[src/rtl/frame_skip_gate.sv]
module frame_skip_gate #(
  parameter int CNT_W     = 8,
  parameter int ADDR_W    = 4,
  parameter int SKIP_ADDR = 0
) (
  input  logic              clk,
  input  logic              rst_n,
  input  logic              reg_wr_en,
  input  logic [ADDR_W-1:0] reg_addr,
  input  logic [CNT_W-1:0]  reg_wdata,
  output logic [CNT_W-1:0]  reg_rdata,
  input  logic              frame_tick,
  input  logic              force_all,
  output logic              capture_en
);

  localparam logic [ADDR_W-1:0] HIT_ADDR = ADDR_W'(SKIP_ADDR);
  localparam logic [CNT_W-1:0]  ONE      = CNT_W'(1);

  logic [CNT_W-1:0] skip_q;
  logic [CNT_W-1:0] cnt_q;
  logic             ovr_s1, ovr_s2;
  logic             cap_q;

  wire reg_hit = reg_wr_en && (reg_addr == HIT_ADDR);
  wire cnt_idle = (cnt_q == '0);

  assign reg_rdata  = skip_q;
  assign capture_en = cap_q;

  always_ff @(posedge clk) begin
    if (!rst_n) begin
      skip_q <= '0;
    end else if (reg_hit) begin
      skip_q <= reg_wdata;
    end
  end

  always_ff @(posedge clk) begin
    if (!rst_n) begin
      ovr_s1 <= 1'b0;
      ovr_s2 <= 1'b0;
    end else begin
      ovr_s1 <= force_all;
      ovr_s2 <= ovr_s1;
    end
  end

  always_ff @(posedge clk) begin
    if (!rst_n) begin
      cnt_q <= '0;
      cap_q <= 1'b0;
    end else if (ovr_s2) begin
      cnt_q <= '0;
      if (frame_tick) cap_q <= 1'b1;
    end else if (frame_tick) begin
      if (cnt_idle) begin
        cap_q <= 1'b1;
        cnt_q <= skip_q;
      end else begin
        cap_q <= 1'b0;
        cnt_q <= cnt_q - ONE;
      end
    end
  end

  AST_WRITE_VISIBLE: assert property (@(posedge clk) disable iff (!rst_n)
    reg_hit |=> reg_rdata == $past(reg_wdata));

  AST_MISS_IGNORED: assert property (@(posedge clk) disable iff (!rst_n)
    (reg_wr_en && reg_addr != HIT_ADDR) |=> $stable(reg_rdata));

  AST_CAP_AT_BOUNDARY: assert property (@(posedge clk) disable iff (!rst_n)
    !frame_tick |=> $stable(capture_en));

  AST_SKIP_FRAME_LOW: assert property (@(posedge clk) disable iff (!rst_n)
    (frame_tick && !ovr_s2 && !cnt_idle) |=> !capture_en);

  AST_ZERO_TRANSPARENT: assert property (@(posedge clk) disable iff (!rst_n)
    (frame_tick && !ovr_s2 && cnt_idle && skip_q == '0) |=> capture_en && cnt_q == '0);

  AST_OVERRIDE_CAPTURE: assert property (@(posedge clk) disable iff (!rst_n)
    (frame_tick && ovr_s2) |=> capture_en);

endmodule

[config.mk]
export PLATFORM = sky130hd
export DESIGN_NAME = frame_skip_gate
export DESIGN_NICKNAME = d
export VERILOG_FILES = /design/src/rtl/frame_skip_gate.sv
export SDC_FILE = /design/constraint.sdc
export NUM_CORES = 1
export LEC_CHECK = 0
export BUFFER_PORTS_ARGS = -buffer_cell sky130_fd_sc_hd__buf_4
export CORE_MARGIN = 5
export CORE_UTILIZATION = 49
export DETAILED_ROUTE_END_ITERATION = 8
export PLACE_DENSITY = 0.77
export SLEW_MARGIN = 20
export SYNTH_ARGS = -nofsm -noshare
export SYNTH_HDL_FRONTEND = slang
export SYNTH_SLANG_ARGS = --single-unit
[constraint.sdc]
create_clock -name clk -period 2.2 [get_ports clk]
set_clock_uncertainty 0.15 [all_clocks]
set_input_delay 0.33 -clock clk [delete_from_list [all_inputs] [get_ports clk]]
set_output_delay 0.33 -clock clk [all_outputs]
set_load 0.005 [all_outputs]
==> flow_metrics.tcl, run 1 <==
set metrics [dict create \
    status "finished, final reports clean" \
    synthCells 102 \
    cts_made_buffers 3 \
    die_x_um 53.1 \
    path_cells "inv_1 > ha_1 > nor4b_2 > and2_1 > or3_1 > a31oi_1" \
    overflow 0 \
    post_cts_resized 0 \
    max_slew.worst_pin.slew_ns 0.471 \
    worst-path-max-fanout 8 \
    drive_above_1_share 0.234 \
    top_level_ports 26 \
    route.detailed.wl_per_inst_um 13.8 \
    worst_path_largest_cell_delay_ns 0.41 \
    totalWireLength_um 2110 \
    drtIter0Drc 41 \
    clkSinkCount 19 \
    final.period_utilization 0.861 \
    cts_hold_buf 0 \
    pin_count_of_the_biggest_net_entering_global_routing 17 \
    grt_pass1_vias 809 \
    cts_tree "built" \
    portBuffers 25 \
    maxSlewHeadroom 0.686 \
    filler_cell_count 139 \
    place.gp.congestion 0.891 \
    max-clock-path-buffers 2 \
    synth.net_count 121 \
    layout_common_cells "26 x buf_4, 19 x dfxtp_1, 10 x nor2b_1" \
    track_usage 0.178 \
    synthTopCellsByArea "dfxtp_1 42%, mux2i_1 9.9%, nor2b_1 6.9%" \
    synth_top_area_frac 0.418 \
    final_period_minus_worst_setup_slack_ns 1.89 \
    setup-tns-final_ns 0 \
    critical-path-slowest-cell "dfxtp_1" \
    core_um2 1750 \
    total_power_uw 1290 \
    maxClockFrequency_mhz 528 \
    cts_setup_buffers 0 \
    worst_ep_required_time_ns 2.28 \
    finalMaxSlewViolations 0 \
    syn-cell-area_um2 910 \
    drtPass1Iterations 5 \
    power.ir.vdd_worst_v 0.000626 \
    finalSetupViolCount 0 \
    drc 0 \
    rsz_0062_raised_after_global_routing "false" \
    critical_path_class "register to register" \
    dp_hpwl_um 1600 \
    yosys.cell_types.count 29 \
    hp-class "input port to register" \
    clk_latency_ns 0.30 \
    grt_pass1_wl_um 3680 \
    synth.yosys.warnings 0 \
    die_footprint_um2 2820 \
    ctsHtreeMaxLevel 1 \
    critical_path_arrival_ns 1.97 \
    ys_seq_elements 19 \
    power.static_leakage_uw 0.000447 \
    final_hold_viol_count 0 \
    die_span_in_y_um 53.1 \
    grt_antenna_before_repair 0 \
    route.antenna.remaining_nets 0 \
    area_growth_syn_to_layout_pct 25.9 \
    synth_largest_area_cell "dfxtp_1" \
    syn_avg_cell_area_um2 8.92 \
    post_drt_via_cell_ratio 5.50 \
    nature_of_the_critical_path_startpoint "register" \
    rows 15 \
    num_antenna_cells 0 \
    nets 148 \
    final_common_cell "buf_4" \
    clk_pin_slew_worst_paths_ns 0.11 \
    yosysSeqAreaShare 0.418 \
    timing.max_cap.violations 0 \
    end_kind "register" \
    initial_utilization 0.521 \
    power_density_nw_per_um2 1130 \
    clock-root-buffer "clkbuf_4" \
    detailroute.via_count 841 \
]
## cell type report
| type | instances | area [µm²] | share of cell area |
|---|---|---|---|
| Clock buffer | 4 | 26.3 | 0.0230 |
| Tap cell | 25 | 31.3 | 0.0273 |
| Sequential cell | 19 | 380 | 0.332 |
| Timing Repair Buffer | 26 | 195 | 0.170 |
| Multi-Input combinational cell | 76 | 500 | 0.437 |
| Inverter | 3 | 11.3 | 0.00984 |
## critical path, delay by kind of cell, from the launching register on
| family | cells | cell delay (ns) |
|---|---|---|
| adders and majority gates | 1 | 0.23 |
| AOI/OAI and AO/OA | 1 | 0.16 |
| buffers and inverters | 1 | 0.10 |
| DFF | 1 | 0.41 |
| and+or+nand+nor | 3 | 0.78 |
## cells by family after synthesis
kind of cell / Yosys count / synth area share
flops: 19 / 0.418
mux: 9 / 0.0990
fa+ha+maj: 2 / 0.0275
compound gates: 16 / 0.117
buf+inv: 7 / 0.0316
simple gates: 49 / 0.307
## report_power, final
group / switching [µW] / internal [µW] / total (µW)
sequential: 82.8 / 413 / 496
clock: 107 / 70.7 / 178
combinational: 340 / 279 / 619
total: 529 / 763 / 1290
## stage by stage
stage / cell area (µm²) / hold slack, ns / setup WS [ns] / utilization / cells
2_1_floorplan: 910 / 0.262 / 0.444 / - / 102
3_3_place_gp: 1120 / 0.265 / 0.454 / 0.641 / 149
3_5_place_dp: 1120 / 0.278 / 0.380 / 0.641 / 149
4_1_cts: 1140 / 0.0839 / 0.343 / 0.656 / 153
5_1_grt: 1140 / 0.0838 / 0.158 / 0.656 / 153
6_report: 1140 / 0.0850 / 0.307 / 0.656 / 153
## metal layers
metal / global-route usage / up-vias / part of all wire
li1: - / 416 / -
met1: 0.233 / 376 / 0.44
met2: 0.287 / 40 / 0.48
met3: 0.0423 / 9 / 0.053
met4: 0.0511 / 0 / 0.024
met5: 0 / - / 0
## cells in the mapped netlist
cell      instances
dfxtp_1          19
nor2b_1          10
mux2i_1           9
nand2_1           9
nand2b_1          5
nand3_1           5
nor3_1            5
and2_1            4
a21oi_1           3
a31oi_1           3
inv_1             3
nor2_1            3
buf_2             2
clkbuf_1          2
ha_1              2
nor4_1            2
o211ai_1          2
o21ai_0           2
o31ai_1           2
a211oi_1          1
a21o_1            1
a22o_1            1
nand4_1           1
nand4b_1          1
nor3b_1           1
nor4b_1           1
nor4b_2           1
o311ai_0          1
or3_1             1
## state kept, by name, indices dropped and copies added (netlist names)
name        count
reg_rdata       8
cnt_q           8
capture_en      1
ovr_s2          1
ovr_s1          1
## final timing paths
check	start	endpoint	slack, ns	cells past startpoint
max	cnt_q[0]$_SDFFE_PP0P_	cnt_q[2]$_SDFFE_PP0P_	0.31	6
min	force_all	ovr_s1$_SDFF_PN0_	0.08	2
max reg2reg	cnt_q[0]$_SDFFE_PP0P_	cnt_q[2]$_SDFFE_PP0P_	0.31	6
min reg2reg	ovr_s1$_SDFF_PN0_	ovr_s2$_SDFF_PN0_	0.30	1
Note: power is estimated with default switching activity, not from simulation.
==> run 2: changes to the inputs <==
--- a/config.mk
+++ b/config.mk
@@ -9,7 +9,8 @@
 export CORE_MARGIN = 5
 export CORE_UTILIZATION = 49
 export DETAILED_ROUTE_END_ITERATION = 8
-export PLACE_DENSITY = 0.77
+export PLACE_DENSITY = 0.74
+export SETUP_SLACK_MARGIN = 0.5
 export SLEW_MARGIN = 20
 export SYNTH_ARGS = -nofsm -noshare
 export SYNTH_HDL_FRONTEND = slang
==> run 2 against run 1 <==
Against the previous run: sequential share of layout area fell by 1.1 points; utilization rose by 2.7 points; worst setup slack improved by 0.26 ns; combinational power grew 17%; global-route usage fell by 0.60 points; register-to-register slack better by 0.26 ns; fmax grew 16%.
==> flow_metrics.tcl, run 2 (synthesized netlist as in run 1, its figures left out) <==
set metrics [dict create \
    status "finished, final reports clean" \
    dp_hpwl_um 1590 \
    die_footprint_um2 2820 \
    grt_pass1_vias 792 \
    portBuffers 25 \
    nets 150 \
    drtIter0Drc 11 \
    power.static_leakage_uw 0.000471 \
    fin_ws_ns 0.565 \
    finalMaxSlewViolations 0 \
    worst_ep_required_time_ns 2.28 \
    grt_antenna_before_repair 0 \
    timing.rr.start "cnt_q[1]$_SDFFE_PP0P_" \
    setup-tns-final_ns 0 \
    holdCritStartpoint "force_all" \
    cts_hold_buf 0 \
    drtPass1Iterations 4 \
    multi_input_comb_area_um2 529 \
    maxClockFrequency_mhz 612 \
    pre_cts_setup_slack_ns 0.415 \
    place.gp.congestion 0.883 \
    max_slew.worst_pin.slew_ns 0.479 \
    overflow 0 \
    grt_pass1_wl_um 3510 \
    timing.max_cap.violations 0 \
    clk_pin_slew_worst_paths_ns 0.10 \
    worstSetupStartpoint "cnt_q[1]$_SDFFE_PP0P_" \
    cts_made_buffers 3 \
    post_drt_via_cell_ratio 5.35 \
    power_density_nw_per_um2 1180 \
    critical-path-slowest-cell "or3_4" \
    maxSlewHeadroom 0.681 \
    area_taken_by_flip_flops_and_latches_um2 383 \
    worst-path-max-fanout 8 \
    final_hold_viol_count 0 \
    pin_count_of_the_biggest_net_entering_global_routing 17 \
    power.ir.vdd_worst_v 0.000575 \
    finish.instance_area_um2 1190 \
    drive_above_1_share 0.300 \
    cts_tree "built" \
    die_x_um 53.1 \
    clock-root-buffer "clkbuf_4" \
    filler_cell_count 154 \
    die_span_in_y_um 53.1 \
    finalHoldWorstSlack_ns 0.0867 \
    finalSetupViolCount 0 \
    final.period_utilization 0.743 \
    core_um2 1750 \
    track_usage 0.172 \
    area_growth_syn_to_layout_pct 30.9 \
    postPlaceCellArea_um2 1120 \
    path_cells "inv_2 > ha_4 > nor4b_4 > and2_4 > or3_4 > a31oi_1" \
    end_kind "register" \
    initial_utilization 0.521 \
    critical_path_class "register to register" \
    drc 0 \
    critical_path_arrival_ns 1.71 \
    final_period_minus_worst_setup_slack_ns 1.63 \
    clk_latency_ns 0.30 \
    rsz_0062_raised_after_global_routing "false" \
    num_antenna_cells 0 \
    route.antenna.remaining_nets 0 \
    ctsHtreeMaxLevel 1 \
    detailroute.via_count 830 \
    max-clock-path-buffers 2 \
    worst_path_largest_cell_delay_ns 0.36 \
    rows 15 \
    clkSinkCount 19 \
    hp-class "input port to register" \
    nature_of_the_critical_path_startpoint "register" \
    totalWireLength_um 2060 \
    layout_common_cells "28 x buf_4, 17 x dfxtp_1, 10 x nor2b_1" \
    route.detailed.wl_per_inst_um 13.3 \
    top_level_ports 26 \
    final_common_cell "buf_4" \
]
==> run 2: cell types whose count changed in the layout (fill, tap and decap cells not counted), sizes merged <==
cell / change
buf: +2
==> run 2: worst paths after layout <==
kind                                         endpoint  slack [ns]  cells after the start
worst max-delay path            cnt_q[2]$_SDFFE_PP0P_        0.57                      6
worst max register to register  cnt_q[2]$_SDFFE_PP0P_        0.57                      6
worst min register to register      ovr_s2$_SDFF_PN0_        0.29                      1
worst min-delay path                ovr_s1$_SDFF_PN0_        0.09                      2
==> run 2: critical path, delay by kind of cell, from the launching register on <==
| family | cells | cell delay, ns |
|---|---|---|
| AO/OA/AOI/OAI | 1 | 0.17 |
| adder cells (fa/ha/maj) | 1 | 0.16 |
| buffers and inverters | 1 | 0.06 |
| flip-flops | 1 | 0.35 |
| AND/OR/NAND/NOR | 3 | 0.67 |
==> run 2: routing by layer <==
| layer | part of all wire | up-vias | GRT usage |
|---|---|---|---|
| met4 | 0.021 | 0 | 0.0809 |
| met1 | 0.45 | 381 | 0.226 |
| met2 | 0.49 | 23 | 0.264 |
| li1 | - | 421 | - |
| met3 | 0.040 | 5 | 0.0366 |
| met5 | 0 | - | 0 |
==> run 2: area by class of cell <==
type                    count  share of cell area
multi-input cells          76               0.444
clock buffers               4              0.0221
inverters                   3             0.00945
flip-flops and latches     19               0.321
repair buffers             28               0.176
well taps                  25              0.0263
==> run 2: per-stage QoR <==
step / util / total power (µW) / instances
finish: 0.682 / 1400 / 155
global route: 0.682 / 1530 / 155
CTS: 0.665 / 1320 / 154
detailed placement: 0.643 / 1110 / 149
global placement: 0.643 / 1100 / 149
floorplan: - / 947 / 102
==> run 2: where the power goes <==
part	switching [µW]	internal, µW
Sequential	83.8	417
Clock	105	70.7
Combinational	367	360
Total	556	847
==> run 2: timing repair <==
| item | CTS | global route |
|---|---|---|
| setup endpoints to repair | 5 | 5 |
| gates cloned | 0 | 0 |
| pin swaps | 1 | 2 |
| resized for setup | 3 | 5 |
| setup buffers | 1 | 1 |
==> run 3: changes to the inputs <==
--- a/config.mk
+++ b/config.mk
@@ -7,9 +7,9 @@
 export LEC_CHECK = 0
 export BUFFER_PORTS_ARGS = -buffer_cell sky130_fd_sc_hd__buf_4
 export CORE_MARGIN = 5
-export CORE_UTILIZATION = 49
+export CORE_UTILIZATION = 45
 export DETAILED_ROUTE_END_ITERATION = 8
-export PLACE_DENSITY = 0.74
+export PLACE_DENSITY = 0.71
 export SETUP_SLACK_MARGIN = 0.5
 export SLEW_MARGIN = 20
 export SYNTH_ARGS = -nofsm -noshare
==> constraint.sdc (replaced) <==
create_clock -name clk -period 1.3 [get_ports clk]
set_clock_uncertainty 0.15 [all_clocks]
set_input_delay 0.195 -clock clk [delete_from_list [all_inputs] [get_ports clk]]
set_output_delay 0.195 -clock clk [all_outputs]
set_load 0.005 [all_outputs]
==> run 3 against run 2 <==
Against the previous run: the flow now finishes with violations (hold timing, setup timing); clock power grew 81%; wire length increased by 22%; sequential share of layout area decreased by 5.1 points; combinational power grew 120%; utilization increased by 6.8 points; critical endpoint unchanged.
==> flow_metrics.tcl, run 3 (synthesized netlist as in run 1, its figures left out) <==
set metrics [dict create \
    status "complete, but fails checks" \
    violations "hold timing, setup timing" \
    clk_pin_slew_worst_paths_ns 0.12 \
    hp-class "input port to register" \
    timing.max_cap.violations 0 \
    grt_antenna_before_repair 0 \
    power.switching_fraction 0.390 \
    total_power_uw 2760 \
    ctsHtreeMaxLevel 1 \
    grt_pass1_vias 893 \
    totalWireLength_um 2510 \
    finalHoldWorstSlack_ns -0.0584 \
    core_um2 1940 \
    critical_path_class "register to register" \
    pre_cts_setup_slack_ns -0.270 \
    die_footprint_um2 3020 \
    rows 16 \
    holdCritStartpoint "force_all" \
    worstSetupStartpoint "cnt_q[1]$_SDFFE_PP0P_" \
    maxClockFrequency_mhz 657 \
    gr_util_met1 0.241 \
    power_frac_clock 0.115 \
    clk_latency_ns 0.31 \
    r2r_slack_ns -0.22 \
    logic_depth_of_the_worst_register_to_register_path 6 \
    rsz_0062_raised_after_global_routing "true" \
    drtIter0Drc 17 \
    cts_made_buffers 3 \
    power.ir.vdd_worst_v 0.00110 \
    final_period_minus_worst_setup_slack_ns 1.52 \
    final_hold_viol_count 5 \
    area_growth_syn_to_layout_pct 60.2 \
    place.gp.congestion 0.868 \
    drc 0 \
    initial_utilization 0.468 \
    power.internal_uw 1680 \
    clock-root-buffer "clkbuf_4" \
    pin_count_of_the_biggest_net_entering_global_routing 14 \
    drtPass1Iterations 4 \
    fin_ws_ns -0.221 \
    cp-endpoint "cnt_q[2]$_SDFFE_PP0P_" \
    power_frac_seq 0.302 \
    pwr-share-comb 0.583 \
    track_usage 0.196 \
    max_slew.worst_pin.slew_ns 0.301 \
    portBuffers 25 \
    grt_pass1_wl_um 4130 \
    grt.met2_usage 0.337 \
    p_switching_uw 1080 \
    globalRoute.busiestLayer "met2" \
    final.period_utilization 1.17 \
    route.detailed.wl_per_inst_um 14.1 \
    top_level_ports 26 \
    crit-reg2reg-capture "cnt_q[2]$_SDFFE_PP0P_" \
    post_drt_via_cell_ratio 5.15 \
    power_density_nw_per_um2 1890 \
    worst_ep_required_time_ns 1.39 \
    maxSlewHeadroom 0.796 \
    nets 171 \
    depth_of_the_worst_hold_timing_path 2 \
    end_kind "register" \
    die_x_um 55.0 \
    overflow 0 \
    clkSinkCount 19 \
    finalMaxSlewViolations 0 \
    timing.rr.start "cnt_q[1]$_SDFFE_PP0P_" \
    worst-path-max-fanout 8 \
    final_common_cell "buf_4" \
    nature_of_the_critical_path_startpoint "register" \
    die_span_in_y_um 55.0 \
    power.static_leakage_uw 0.000602 \
    met3_usage 0.0375 \
    drive_above_1_share 0.497 \
    critical_path_arrival_ns 1.61 \
    finalSetupViolCount 9 \
    layout_common_cells "37 x buf_4, 11 x dfxtp_2, 10 x nor2b_1, 10 x buf_6" \
    detailroute.via_count 917 \
    num_antenna_cells 0 \
    max-clock-path-buffers 2 \
    cts_tree "built" \
    route.antenna.remaining_nets 0 \
    dp_hpwl_um 1830 \
]
run 3: changes by cell type in the layout (fill, tap and decap cells not counted), moves of 9 or more:
cell     change
buf_4        +9
dfxtp_1      -9
dfxtp_2      +9
buf_6       +10
run 3: area by class of cell:
class,count,area (µm²)
clock buffers,3,22.5
clock inverters,1,5.00
fillers,150,484
inverters,3,11.3
multi-input cells,76,566
flip-flops and latches,19,394
well taps,27,33.8
repair buffers,49,425
run 3: timing repair:
item	4_1_cts	5_1_grt
pin swaps	5	3
endpoints found under the setup margin	26	26
setup buffers	7	0
resized for setup	26	5
hold endpoints to repair	4	2
run 3: worst min path at each step:
| stage | slack [ns] | end |
|---|---|---|
| finish | -0.06 | ovr_s1$_SDFF_PN0_ |
| global placement | 0.25 | ovr_s1$_SDFF_PN0_ |
| floorplan | 0.17 | ovr_s1$_SDFF_PN0_ |
| detailed placement | 0.26 | ovr_s1$_SDFF_PN0_ |
| global route | -0.06 | ovr_s1$_SDFF_PN0_ |
| CTS | -0.05 | ovr_s1$_SDFF_PN0_ |
run 3: per-layer routing:
metal,routed length [µm],part of all wire,vias to the layer above
met5,0,0,-
met4,42,0.017,0
met3,86,0.034,5
met2,1280,0.51,22
met1,1100,0.44,423
li1,-,-,467
run 3: through the flow:
step	cells	util	instance area (µm²)	hold WS, ns	setup TNS [ns]
2_1_floorplan	102	-	946	0.172	-0.946
3_3_place_gp	167	0.658	1280	0.255	-1.81
3_5_place_dp	167	0.658	1280	0.264	-2.63
4_1_cts	178	0.738	1430	-0.0538	-1.14
5_1_grt	178	0.751	1460	-0.0578	-1.73
6_report	178	0.751	1460	-0.0584	-1.04
run 3: worst max-delay path: stages (launching register included):
cell and delay, ns:
dfxtp_2 0.35, inv_2 0.05, ha_4 0.15, nor4b_4 0.12, and2_4 0.20, or3_1 0.32, a31oi_1 0.12
run 3: power groups by stage:
stage          logic [µW]  registers [µW]  clock network (µW)
6_report             1610             833                 318
2_1_floorplan         904             836                   0
3_3_place_gp         1430             831                   0
5_1_grt              1750             848                 354
4_1_cts              1580             824                 314
3_5_place_dp         1470             835                   0
